===== src/rtl/role_gate_pkg.sv =====
package role_gate_pkg;

    typedef enum logic [1:0] {
        LEG_IDLE     = 2'd0,
        LEG_HI_CHOPS = 2'd1,
        LEG_LO_CHOPS = 2'd2
    } leg_state_e;

endpackage


===== src/rtl/leg_role_flag.sv =====
module leg_role_flag (
    input  logic clk,
    input  logic rst_n,
    input  logic balance_en,
    input  logic win_end,
    output logic lo_chops
);

    // Flag set means the lower switch chops in the next window.
    always_ff @(posedge clk) begin
        if (!rst_n) begin
            lo_chops <= 1'b0;
        end else if (!balance_en) begin
            lo_chops <= 1'b0;
        end else if (win_end) begin
            lo_chops <= ~lo_chops;
        end
    end

endmodule


===== src/rtl/leg_fsm.sv =====
module leg_fsm
    import role_gate_pkg::*;
(
    input  logic clk,
    input  logic rst_n,
    input  logic balance_en,
    input  logic win_en,
    input  logic chop_req,
    input  logic lo_chops,
    output logic win_end,
    output logic gate_hi,
    output logic gate_lo
);

    leg_state_e state_q, state_d;
    logic       hi_d, lo_d;

    always_comb begin
        state_d = state_q;
        unique case (state_q)
            LEG_IDLE: begin
                if (win_en) begin
                    state_d = (balance_en && lo_chops) ? LEG_LO_CHOPS : LEG_HI_CHOPS;
                end
            end
            LEG_HI_CHOPS, LEG_LO_CHOPS: begin
                if (!win_en) begin
                    state_d = LEG_IDLE;
                end
            end
            default: state_d = LEG_IDLE;
        endcase
    end

    assign win_end = (state_q != LEG_IDLE) && !win_en;

    // Gate values that apply in the state being entered.
    always_comb begin
        hi_d = 1'b0;
        lo_d = 1'b0;
        unique case (state_d)
            LEG_HI_CHOPS: begin
                hi_d = chop_req;
                lo_d = 1'b1;
            end
            LEG_LO_CHOPS: begin
                hi_d = 1'b1;
                lo_d = chop_req;
            end
            default: begin
                hi_d = 1'b0;
                lo_d = 1'b0;
            end
        endcase
    end

    // State register.
    always_ff @(posedge clk) begin
        if (!rst_n) begin
            state_q <= LEG_IDLE;
        end else begin
            state_q <= state_d;
        end
    end

    // Output register.
    always_ff @(posedge clk) begin
        if (!rst_n) begin
            gate_hi <= 1'b0;
            gate_lo <= 1'b0;
        end else begin
            gate_hi <= hi_d;
            gate_lo <= lo_d;
        end
    end

endmodule


===== src/rtl/phase_role_gate_drv.sv =====
module phase_role_gate_drv #(
    parameter int NUM_PHASES = 4
) (
    input  logic                  clk,
    input  logic                  rst_n,
    input  logic                  balance_en,
    input  logic [NUM_PHASES-1:0] win_en,
    input  logic [NUM_PHASES-1:0] chop_req,
    output logic [NUM_PHASES-1:0] gate_hi,
    output logic [NUM_PHASES-1:0] gate_lo
);

    logic [NUM_PHASES-1:0] win_end;
    logic [NUM_PHASES-1:0] lo_chops;

    for (genvar p = 0; p < NUM_PHASES; p++) begin : g_leg
        leg_role_flag u_flag (
            .clk        (clk),
            .rst_n      (rst_n),
            .balance_en (balance_en),
            .win_end    (win_end[p]),
            .lo_chops   (lo_chops[p])
        );

        leg_fsm u_fsm (
            .clk        (clk),
            .rst_n      (rst_n),
            .balance_en (balance_en),
            .win_en     (win_en[p]),
            .chop_req   (chop_req[p]),
            .lo_chops   (lo_chops[p]),
            .win_end    (win_end[p]),
            .gate_hi    (gate_hi[p]),
            .gate_lo    (gate_lo[p])
        );
    end

endmodule


===== config.mk =====
export PLATFORM = sky130hd
export DESIGN_NAME = phase_role_gate_drv
export DESIGN_NICKNAME = d
export VERILOG_FILES = /design/src/rtl/role_gate_pkg.sv /design/src/rtl/leg_role_flag.sv /design/src/rtl/leg_fsm.sv /design/src/rtl/phase_role_gate_drv.sv
export SDC_FILE = /design/constraint.sdc
export NUM_CORES = 1
export LEC_CHECK = 0
export BUFFER_PORTS_ARGS = -buffer_cell sky130_fd_sc_hd__buf_2
export CAP_MARGIN = 25
export CORE_ASPECT_RATIO = 0.9
export CORE_MARGIN = 5
export CORE_UTILIZATION = 50
export CTS_CLUSTER_DIAMETER = 50
export DETAILED_ROUTE_END_ITERATION = 8
export GPL_TIMING_DRIVEN = 0
export PLACE_DENSITY_LB_ADDON = 0.12
export REMOVE_ABC_BUFFERS = 1
export SYNTH_ARGS = -nofsm -noshare
export SYNTH_HDL_FRONTEND = slang
export SYNTH_HIERARCHICAL = 1
export SYNTH_SLANG_ARGS = --single-unit

===== constraint.sdc =====
create_clock -name clk -period 3.8 [get_ports clk]
set_input_delay 0.38 -clock clk [delete_from_list [all_inputs] [get_ports clk]]
set_output_delay 0.38 -clock clk [all_outputs]
set_load 0.03 [all_outputs]

Word-level counts from Yosys, hierarchy flattened
Index checks and enable logic that the tools add are counted.
{"block": "classes", "n_eq_ne": 16, "n_reduce_logical": 25, "muxes": 24, "bitwise_logic": 4}
{"op": "$mux W2", "n": 12}
{"op": "$eq A2 B1 Y1 const B", "n": 8}
{"op": "$eq A2 B2 Y1 const B", "n": 8}
{"op": "$pmux W1 S2", "n": 8}
{"op": "$pmux W2 S2", "n": 4}
{"op": "$logic_and A1 B1 Y1", "n": 8}
{"op": "$logic_not A2 Y1", "n": 4}
{"op": "$reduce_bool A2 Y1", "n": 4}
{"op": "$reduce_or A2 Y1", "n": 4}
{"op": "$logic_not A1 Y1", "n": 4}
{"op": "$not A1 Y1", "n": 4}
{"op": "$reduce_and A2 Y1", "n": 1}
{"block": "word_totals", "output_inout_bits": 8, "word_cells": 85, "input_bits": 11, "regBits": 20}

Depth between registers and ports, before layout
Gate-level depths: netlist of the first run.
{"block": "logic_depth", "word_depth": 6, "ltp_mapped": 7, "depth_no_buf": 7}

Modules after synthesis
Netlist of the first run, hierarchy kept.
{"mod": "leg_fsm", "area_per_inst_um2": 264.0, "cells_each": 30, "n_inst": 4, "seq_area_each_um2": 80.1}
{"mod": "leg_role_flag", "area_per_inst_um2": 35.0, "cells_each": 3, "n_inst": 4, "seq_area_each_um2": 20.0}

Least setup slack after synthesis of the first run
OpenSTA, ideal clock, no wires.
{"block": "synth_path", "kind": "reg2reg", "startpoint": "reg g_leg[0].u_fsm.state_q[0]", "endpoint": "reg g_leg[0].u_fsm.gate_hi", "path_slack_ps": 2151, "stages_incl_launch_ff": 8, "t_required_ps": 3736, "arrival_ps": 1585, "n_path_buf": 0, "synth_period_minus_slack_ps": 1649, "setup_ps": 64, "cell_sequence": "dfxtp_1 -> inv_1 -> ha_1 -> nand2_1 -> a311o_1 -> ha_1 -> nand2b_1 -> nor2_1"}
{"block": "synth_via", "elab_chain_len": 5, "word_cells_on_any_way": 10, "cone_classes": "4 x eq/ne; 4 x mux; 2 x reduce/logical"}
{"item": "start, declared", "line": "leg_fsm.sv:15", "source": "leg_state_e state_q, state_d;"}
{"item": "start signal, assigned", "line": "leg_fsm.sv:62", "source": "state_q <= state_d;"}
{"item": "$eq A2 B1 Y1 / $eq A2 B2 Y1 (equally long branches)", "line": "leg_fsm.sv:20", "source": "unique case (state_q)"}
{"item": "$reduce_or A2 Y1", "line": "leg_fsm.sv:20"}
{"item": "$pmux W2 S2 *", "line": "leg_fsm.sv:20"}
{"item": "$eq A2 B2 Y1 / $eq A2 B1 Y1 (equally long branches)", "line": "leg_fsm.sv:41", "source": "unique case (state_d)"}
{"item": "$pmux W1 S2 *", "line": "leg_fsm.sv:41"}
{"item": "end signal, assigned", "line": "leg_fsm.sv:72", "source": "gate_hi <= hi_d;"}
{"item": "end, declared", "line": "leg_fsm.sv:11", "source": "output logic gate_hi,"}
Mark *: on every way between the ends. The rest lies on a longest branch, timed or not.
A chain may end at the register's enable or synchronous reset.

Worst setup path after layout of the first run
{"block": "layout_path", "startpoint": "reg g_leg[1].u_fsm.state_q[1]", "endpoint": "reg g_leg[1].u_fsm.gate_lo"}
{"block": "layout_via", "elab_chain_len": 5, "word_cells_on_any_way": 10, "cone_classes": "4 x eq/ne; 4 x mux; 2 x reduce/logical"}
{"item": "start, declared", "line": "leg_fsm.sv:15"}
{"item": "start signal, assigned", "line": "leg_fsm.sv:62"}
{"item": "$eq A2 B1 Y1 / $eq A2 B2 Y1 (equally long branches)", "line": "leg_fsm.sv:20"}
{"item": "$reduce_or A2 Y1", "line": "leg_fsm.sv:20"}
{"item": "$pmux W2 S2 *", "line": "leg_fsm.sv:20"}
{"item": "$eq A2 B2 Y1 / $eq A2 B1 Y1 (equally long branches)", "line": "leg_fsm.sv:41"}
{"item": "$pmux W1 S2 *", "line": "leg_fsm.sv:41"}
{"item": "end signal, assigned", "line": "leg_fsm.sv:73", "source": "gate_lo <= lo_d;"}
{"item": "end, declared", "line": "leg_fsm.sv:12", "source": "output logic gate_lo"}
Marked as above.

==> impl_metrics.py, run 1 <==
metrics = {
    "outcome": {
        "status": "finished, final reports clean",
    },
    "die": {
        "dieArea_sq_mm": 0.00347,
        "fp.dieW_um": 61.6,
        "rows": 16,
        "io_pins": 19,
        "core_area_sq_mm": 0.00222,
        "start_util": 0.538,
        "die_h_um": 56.4,
    },
    "routing": {
        "first_iter_violations": 44,
        "detail_route.wl_per_cell_um": 12.9,
        "drtAntennaViolNets": 0,
        "drc_errors": 0,
        "firstDrtPassIters": 4,
        "totalWireLength_mm": 2.29,
        "vias": 1029,
        "via_per_inst": 5.81,
    },
    "power": {
        "power.total_uw": 492,
        "p_leak_uw": 0.000612,
        "p_per_area_mw_per_mm2": 368,
        "irDropWorstVdd_mv": 0.253,
    },
    "timing": {
        "whs_ns": 0.309,
        "setup_viol": 0,
        "worst_slew_pin_slew_ns": 0.299,
        "fmax_ghz": 0.548,
        "min_period_over_period": 0.480,
        "finClkSkew_ns": 0.00468,
        "period_minus_slack_ns": 1.82,
        "finalHoldViolCount": 0,
        "drv_slew": 0,
        "fin_tns_setup_ns": 0,
        "relSlewSlack": 0.799,
        "rsz0062_at_grt": "false",
    },
    "layout": {
        "layout.cells.most_common_list": "20 x dfxtp_1, 18 x buf_2, 16 x a21oi_1, 16 x a311oi_1, 16 x ha_1",
        "mostFrequentLayoutCell": "dfxtp_1",
        "area_delta_synth_final_pct": 11.7,
        "drive_gt1_frac": 0.147,
        "num-nets-final": 178,
        "antennaDiodeCount": 0,
        "final_area_sq_mm": 0.00134,
    },
    "clock_network": {
        "cts_root_buf": "clkbuf_4",
        "cts_resized": 0,
        "cts_inserted_buffers": 3,
        "clock_latency_ns": 0.30,
        "clk_pin_slew_ns": 0.11,
        "clkSinkCount": 20,
        "htreeDepth": 1,
        "postCtsSetupBuffers": 0,
        "clk_path_buf_depth": 2,
        "hold_buffers": 0,
        "cts_tree": "yes",
    },
    "synth": {
        "ys_ff_latch": 20,
        "yosysWarnings": 6,
        "netlist_top_cells_area": "dfxtp_1 33%, ha_1 17%, a311oi_1 12%",
        "yosysSeqAreaShare": 0.335,
        "syn_inst": 132,
        "ys_types": 14,
        "avgSynthCellArea_sq_um": 9.06,
        "synth_area_leader_cell": "dfxtp_1",
        "syn-cell-area_sq_mm": 0.00120,
        "synth_top_area_share": 0.335,
    },
    "setup_path": {
        "worstPathArrival_ns": 2.06,
        "crit_fanout": 4,
        "critPathLaunch": "g_leg[1].u_fsm/state_q[1]$_SDFF_PN0_",
        "worst_setup_path_end_kind": "register",
        "required_ns": 4.04,
        "criticalPathCategory": "register to register",
        "r2r-start": "g_leg[1].u_fsm/state_q[1]$_SDFF_PN0_",
        "cp-start-kind": "register",
    },
    "placed_design": {
        "place_congestion": 0.816,
        "io_buffer_count": 18,
        "place_area_sq_mm": 0.00130,
        "dp_hpwl_mm": 1.71,
    },
    "hold_path": {
        "min_from": "chop_req[2]",
        "hp-class": "input pin to register",
    },
    "global_route": {
        "grt_pass1_vias": 953,
        "grt_max_degree": 13,
        "grt-ovfl-total": 0,
        "antenna_found_initial": 0,
        "grt_pass1_wl_mm": 3.86,
        "grtUsageTotal": 0.142,
    },
    "job": {
        "drv_cap": 0,
    },
}
cells by family after synthesis:
family | count (synthesis) | share of synthesized area
buffers and inverters | 12 | 0.0418
AO/OA/AOI/OAI | 44 | 0.285
adder cells (fa/ha/maj) | 16 | 0.167
flip-flops | 20 | 0.335
XOR/XNOR | 4 | 0.0293
AND/OR/NAND/NOR | 36 | 0.142
sequential cells by signal (all words and copies together) (netlist names):
register,flops
g_leg.u_fsm/gate_lo,4
g_leg.u_flag/lo_chops,4
g_leg.u_fsm/state_q,8
g_leg.u_fsm/gate_hi,4
layout make-up:
type	instances	area, sq um
fill	207	886
multi-input combinational	100	746
sequential	20	400
timing repair buffer	18	90.1
clock buffer	4	36.3
tap	27	33.8
inverter	8	30.0
critical path: stages, from the launching register on:
cell and delay (ns):
dfxtp_1 0.40, inv_1 0.06, ha_1 0.29, nand2_1 0.09, a311o_1 0.37, ha_1 0.29, nand2b_1 0.16, nor2_1 0.12
per-layer routing:
| layer | share of wire | vias to the layer above | global-route usage |
|---|---|---|---|
| met3 | 0.055 | 2 | 0.0413 |
| met5 | 0 | - | 0 |
| met4 | 0.0052 | 0 | 0.0364 |
| li1 | - | 533 | - |
| met1 | 0.46 | 465 | 0.182 |
| met2 | 0.47 | 29 | 0.227 |
metrics by stage:
step / instances / setup WS (ns) / utilization
after floorplan: 128 / 2.15 / -
after global placement: 173 / 2.07 / 0.585
after detailed placement: 173 / 2.00 / 0.585
after CTS: 177 / 1.98 / 0.601
after global routing: 177 / 1.83 / 0.601
final: 177 / 1.98 / 0.601
report_power, final:
| group | switching, uW | leakage (uW) | internal [uW] |
|---|---|---|---|
| clock network | 64.4 | 0.0000210 | 58.5 |
| registers | 9.48 | 0.000164 | 225 |
| logic | 78.3 | 0.000427 | 56.5 |
| total | 152 | 0.000612 | 340 |
synth_stat cells, drive strengths merged:
master,n
a21bo,4
and3,4
ha,16
a311oi,16
dfxtp,20
a311o,8
inv,8
nand3,4
xor2,4
nand2,8
nand2b,8
buf,4
a21oi,16
nor2,12
path summary, 6_finish.rpt:
| path | end | cells after the start | slack [ns] |
|---|---|---|---|
| min reg2reg | g_leg[1].u_fsm/state_q[0]$_SDFF_PN0_ | 2 | 0.60 |
| max | g_leg[1].u_fsm/gate_lo$_SDFF_PN0_ | 7 | 1.98 |
| max reg2reg | g_leg[1].u_fsm/gate_lo$_SDFF_PN0_ | 7 | 1.98 |
| min | g_leg[2].u_fsm/gate_hi$_SDFF_PN0_ | 3 | 0.31 |
(Power assumes the default switching activity.)
==> run 2, diff against run 1 <==
==> constraint.sdc (replaced) <==
create_clock -name clk -period 1.9 [get_ports clk]
set_input_delay 0.19 -clock clk [delete_from_list [all_inputs] [get_ports clk]]
set_output_delay 0.19 -clock clk [all_outputs]
set_load 0.03 [all_outputs]
==> run 2 against run 1 <==
  * Clock skew about the same
  * Cell count unchanged
  * Via count decreased by 0.97%
  * Total power increased by 100%
  * Flip-flop and latch count unchanged
  * Global-route usage unchanged
  * Worst setup slack got worse by 1.8 ns
  * Critical path depth unchanged
  * Critical endpoint unchanged
  * Largest power group unchanged
  * Highest routed layer unchanged
==> impl_metrics.py, run 2 (synthesis results as in run 1) <==
metrics = {
    "placed_design": {
        "place_congestion": 0.816,
        "dp_hpwl_mm": 1.71,
        "io_buffer_count": 18,
    },
    "setup_path": {
        "worst_setup_path_end_kind": "register",
        "slowest_delay_ns": 0.37,
        "path_cells": "inv_1 -> ha_1 -> nand2_1 -> a311o_1 -> ha_1 -> nand2b_1 -> nor2_1",
        "cp_slowest_cell": "dfxtp_2",
        "criticalPathCategory": "register to register",
        "path_delay_family": "adder cells",
        "worst-path-buf-inv": 1,
        "worstPathArrival_ns": 2.01,
        "required_ns": 2.14,
        "crit_fanout": 4,
        "worst_path_most_repeated_cell": "ha_1",
        "cp-start-kind": "register",
    },
    "clock_network": {
        "clk_pin_slew_ns": 0.11,
        "clock_latency_ns": 0.30,
        "clkSinkCount": 20,
        "cts_inserted_buffers": 3,
        "htreeDepth": 1,
        "cts_tree": "yes",
        "clk_path_buf_depth": 2,
        "cts_root_buf": "clkbuf_4",
        "postCtsSetupBuffers": 0,
    },
    "global_route": {
        "grt.met2_usage": 0.227,
        "use_met3": 0.0413,
        "grt-ovfl-total": 0,
        "grt_pass1_wl_mm": 3.86,
        "use_met1": 0.182,
        "antenna_found_initial": 0,
        "grt_pass1_vias": 953,
        "grtUsageTotal": 0.142,
        "grt_max_degree": 13,
        "top_usage_layer": "met2",
    },
    "die": {
        "fp.dieW_um": 61.6,
        "io_pins": 19,
        "dieArea_sq_mm": 0.00347,
        "die_h_um": 56.4,
        "rows": 16,
        "core_area_sq_mm": 0.00222,
        "start_util": 0.538,
    },
    "layout": {
        "area_delta_synth_final_pct": 13.1,
        "drive_gt1_frac": 0.207,
        "mostFrequentLayoutCell": "buf_2",
        "largest_register": "g_leg.u_fsm/state_q",
        "antennaDiodeCount": 0,
        "largest_reg_flops": 8,
        "num-nets-final": 178,
        "fin_util": 0.609,
        "layout.cells.most_common_list": "18 x buf_2, 16 x a21oi_1, 16 x ha_1",
        "fill_cells": 201,
    },
    "power": {
        "irDropWorstVdd_mv": 0.508,
        "p_per_area_mw_per_mm2": 733,
        "p_leak_uw": 0.000616,
        "power.total_uw": 991,
    },
    "routing": {
        "firstDrtPassIters": 4,
        "drtAntennaViolNets": 0,
        "totalWireLength_mm": 2.30,
        "drc_errors": 0,
        "vias": 1019,
        "via_per_inst": 5.76,
        "detail_route.wl_per_cell_um": 13.0,
        "first_iter_violations": 45,
    },
    "timing": {
        "rsz0062_at_grt": "false",
        "finalHoldViolCount": 0,
        "min_period_over_period": 0.931,
        "finClkSkew_ns": 0.00451,
        "fmax_ghz": 0.565,
        "drv_slew": 0,
        "period_minus_slack_ns": 1.77,
        "fin_tns_setup_ns": 0,
        "setup_viol": 0,
        "whs_ns": 0.118,
        "worst_slew_pin_slew_ns": 0.312,
        "relSlewSlack": 0.792,
    },
    "hold_path": {
        "hp-class": "input pin to register",
    },
    "job": {
        "drv_cap": 0,
    },
    "outcome": {
        "status": "finished, final reports clean",
    },
}
==> run 2: cell count changes in the layout (fill, tap and decap cells not counted) <==
cell / change
dfxtp_1: -8
dfxtp_2: +8
a311oi_1: -1
a311oi_2: +1
==> run 2: repair_timing <==
| item | 4_1_cts | 5_1_grt |
|---|---|---|
| endpoints found under the hold margin | 0 | 0 |
| setup endpoints to repair | 0 | 7 |
| gates resized for setup | 0 | 9 |
| hold buffers | 0 | 0 |
==> run 2: routing by layer <==
| metal | part of all wire | vias to the layer above |
|---|---|---|
| met3 | 0.052 | 2 |
| li1 | - | 533 |
| met4 | 0.0052 | 0 |
| met1 | 0.47 | 457 |
| met2 | 0.47 | 27 |
| met5 | 0 | - |
==> run 2: worst paths after layout <==
path                                                      startpoint                                   end  depth (start not counted)  slack (ns)
worst max-delay path            g_leg[1].u_fsm/state_q[1]$_SDFF_PN0_     g_leg[1].u_fsm/gate_lo$_SDFF_PN0_                          7        0.13
worst min-delay path                                     chop_req[2]     g_leg[2].u_fsm/gate_hi$_SDFF_PN0_                          3        0.12
worst max register to register  g_leg[1].u_fsm/state_q[1]$_SDFF_PN0_     g_leg[1].u_fsm/gate_lo$_SDFF_PN0_                          7        0.13
worst min register to register  g_leg[3].u_fsm/state_q[0]$_SDFF_PN0_  g_leg[3].u_fsm/state_q[0]$_SDFF_PN0_                          2        0.58
==> run 2: layout make-up <==
class | instances | area [sq um] | share of cell area
Clock buffer | 4 | 36.3 | 0.0268
Timing Repair Buffer | 18 | 90.1 | 0.0666
Multi-Input combinational cell | 100 | 752 | 0.556
Inverter | 8 | 30.0 | 0.0222
Tap cell | 27 | 33.8 | 0.0250
Sequential cell | 20 | 410 | 0.303
==> run 2: worst min-delay path, cell delays in order <==
cell     delay (ns)
buf_2          0.08
a21oi_1        0.05
nor2_1         0.07
==> run 2: report_power, final <==
group / internal [uW] / total, uW / leakage, uW / switching, uW
clock: 117 / 247 / 0.0000210 / 130
sequential: 453 / 472 / 0.000167 / 18.9
combinational: 114 / 272 / 0.000428 / 158
total: 684 / 991 / 0.000616 / 307
==> run 2: through the flow <==
step                cells  setup slack, ns  area (sq um)
finish                177            0.131          1350
global route          177          0.00506          1350
CTS                   177           0.0787          1340
detailed placement    173           0.0965          1300
global placement      173            0.168          1300
floorplan             128            0.251          1180
==> run 3, diff against run 2 <==
--- a/config.mk
+++ b/config.mk
@@ -9,7 +9,7 @@
 export CAP_MARGIN = 25
 export CORE_ASPECT_RATIO = 0.9
 export CORE_MARGIN = 5
-export CORE_UTILIZATION = 50
+export CORE_UTILIZATION = 47
 export CTS_CLUSTER_DIAMETER = 50
 export DETAILED_ROUTE_END_ITERATION = 8
 export GPL_TIMING_DRIVEN = 0
==> run 3 against run 2 <==
  * Non-clock buffer count unchanged
  * Sequential share of layout area rose by 0.30 points
  * Combinational power hardly changed
  * Wire length shrank 3.8%
==> impl_metrics.py, run 3 (synthesis results as in run 1) <==
metrics = {
    "setup_path": {
        "crit_fanout": 5,
        "cp-start-kind": "register",
        "worstPathArrival_ns": 2.03,
        "criticalPathCategory": "register to register",
        "worst_setup_path_end_kind": "register",
        "required_ns": 2.14,
    },
    "routing": {
        "detail_route.wl_per_cell_um": 12.5,
        "drc_errors": 0,
        "via_per_inst": 5.79,
        "first_iter_violations": 36,
        "firstDrtPassIters": 4,
        "vias": 1024,
        "totalWireLength_mm": 2.21,
        "drtAntennaViolNets": 0,
    },
    "die": {
        "fp.dieW_um": 63.2,
        "start_util": 0.489,
        "io_pins": 19,
        "core_area_sq_mm": 0.00245,
        "die_h_um": 57.9,
        "rows": 17,
        "dieArea_sq_mm": 0.00366,
    },
    "hold_path": {
        "hp-class": "input pin to register",
    },
    "global_route": {
        "grt.met2_usage": 0.199,
        "use_met3": 0.0271,
        "grt_max_degree": 13,
        "grt-ovfl-total": 0,
        "use_met1": 0.154,
        "antenna_found_initial": 0,
        "top_usage_layer": "met2",
        "grt_pass1_vias": 951,
        "grtUsageTotal": 0.122,
        "grt_pass1_wl_mm": 3.68,
    },
    "clock_network": {
        "clk_pin_slew_ns": 0.11,
        "clk_path_buf_depth": 2,
        "htreeDepth": 1,
        "cts_tree": "yes",
        "clock_latency_ns": 0.29,
        "cts_root_buf": "clkbuf_4",
        "cts_inserted_buffers": 3,
        "hold_buffers": 0,
        "clkSinkCount": 20,
    },
    "layout": {
        "area_delta_synth_final_pct": 11.6,
        "stdcell_count": 177,
        "antennaDiodeCount": 0,
        "layout.cells.most_common_list": "18 x buf_2, 16 x a21oi_1, 16 x a311oi_1",
        "drive_gt1_frac": 0.195,
        "largest_register": "g_leg.u_fsm/state_q",
        "fin_util": 0.546,
        "mostFrequentLayoutCell": "buf_2",
        "largest_reg_flops": 8,
        "num-nets-final": 178,
    },
    "outcome": {
        "status": "finished, final reports clean",
    },
    "power": {
        "p_leak_uw": 0.000606,
        "irDropWorstVdd_mv": 0.392,
        "p_per_area_mw_per_mm2": 702,
    },
    "placed_design": {
        "place_congestion": 0.870,
        "io_buffer_count": 18,
        "dp.cells": 174,
        "dp_hpwl_mm": 1.64,
    },
    "timing": {
        "setup_viol": 0,
        "finalHoldViolCount": 0,
        "min_period_over_period": 0.943,
        "whs_ns": 0.134,
        "finClkSkew_ns": 0.00420,
        "drv_slew": 0,
        "period_minus_slack_ns": 1.79,
        "worst_slew_pin_slew_ns": 0.279,
        "fmax_ghz": 0.558,
        "relSlewSlack": 0.813,
    },
    "job": {
        "drv_cap": 0,
    },
}
run 3: cell count changes in the layout (fill, tap and decap cells not counted):
cell	previous run	this run
ha_2	0	1
dfxtp_2	8	7
clkbuf_8	1	0
a311oi_1	15	16
a311oi_2	1	0
dfxtp_1	12	13
ha_1	16	15
run 3: timing repair:
| item | 4_1_cts | 5_1_grt |
|---|---|---|
| setup endpoints to repair | 0 | 7 |
| gates resized for setup | 0 | 8 |
| setup buffers | 0 | 0 |
run 3: final timing paths:
path / slack (ns) / cells after the start / to / start
worst max-delay path: 0.11 / 7 / g_leg[1].u_fsm/gate_hi$_SDFF_PN0_ / g_leg[1].u_fsm/state_q[1]$_SDFF_PN0_
worst min register to register: 0.56 / 2 / g_leg[0].u_fsm/state_q[0]$_SDFF_PN0_ / g_leg[0].u_fsm/state_q[0]$_SDFF_PN0_
worst max register to register: 0.11 / 7 / g_leg[1].u_fsm/gate_hi$_SDFF_PN0_ / g_leg[1].u_fsm/state_q[1]$_SDFF_PN0_
worst min-delay path: 0.13 / 3 / g_leg[3].u_fsm/gate_hi$_SDFF_PN0_ / chop_req[3]
run 3: worst max-delay path: stages, from the launching register on:
cell	delay, ns
dfxtp_1	0.35
inv_1	0.06
ha_1	0.22
a21bo_1	0.25
a311oi_1	0.31
ha_1	0.29
nand2b_1	0.15
nor2_1	0.10
run 3: report_power, final:
| group | leakage (uW) | internal, uW | switching, uW |
|---|---|---|---|
| combinational | 0.000426 | 115 | 156 |
| clock | 0.0000138 | 73.7 | 122 |
| sequential | 0.000166 | 452 | 18.4 |
| total | 0.000606 | 641 | 296 |
run 3: metrics by stage:
stage | setup WS, ns | total power (uW) | area [sq um] | setup TNS, ns
after floorplan | 0.251 | 673 | 1180 | 0
after global placement | 0.160 | 735 | 1300 | 0
after detailed placement | 0.114 | 745 | 1300 | 0
after CTS | 0.0661 | 949 | 1320 | 0
after global routing | -0.00439 | 1010 | 1340 | -0.00439
final | 0.108 | 937 | 1340 | 0
run 3: per-layer routing:
| metal | wire length (um) | part of all wire | vias to the layer above |
|---|---|---|---|
| li1 | - | - | 532 |
| met1 | 1040 | 0.47 | 464 |
| met2 | 1040 | 0.47 | 24 |
| met3 | 107 | 0.048 | 4 |
| met4 | 27 | 0.012 | 0 |
| met5 | 0 | 0 | - |
run 3: cell type report:
class | count | area [sq um]
well taps | 28 | 35.0
flip-flops and latches | 20 | 409
fillers | 216 | 1110
clock buffers | 3 | 22.5
repair buffers | 18 | 90.1
inverters | 8 | 30.0
multi-input cells | 100 | 748
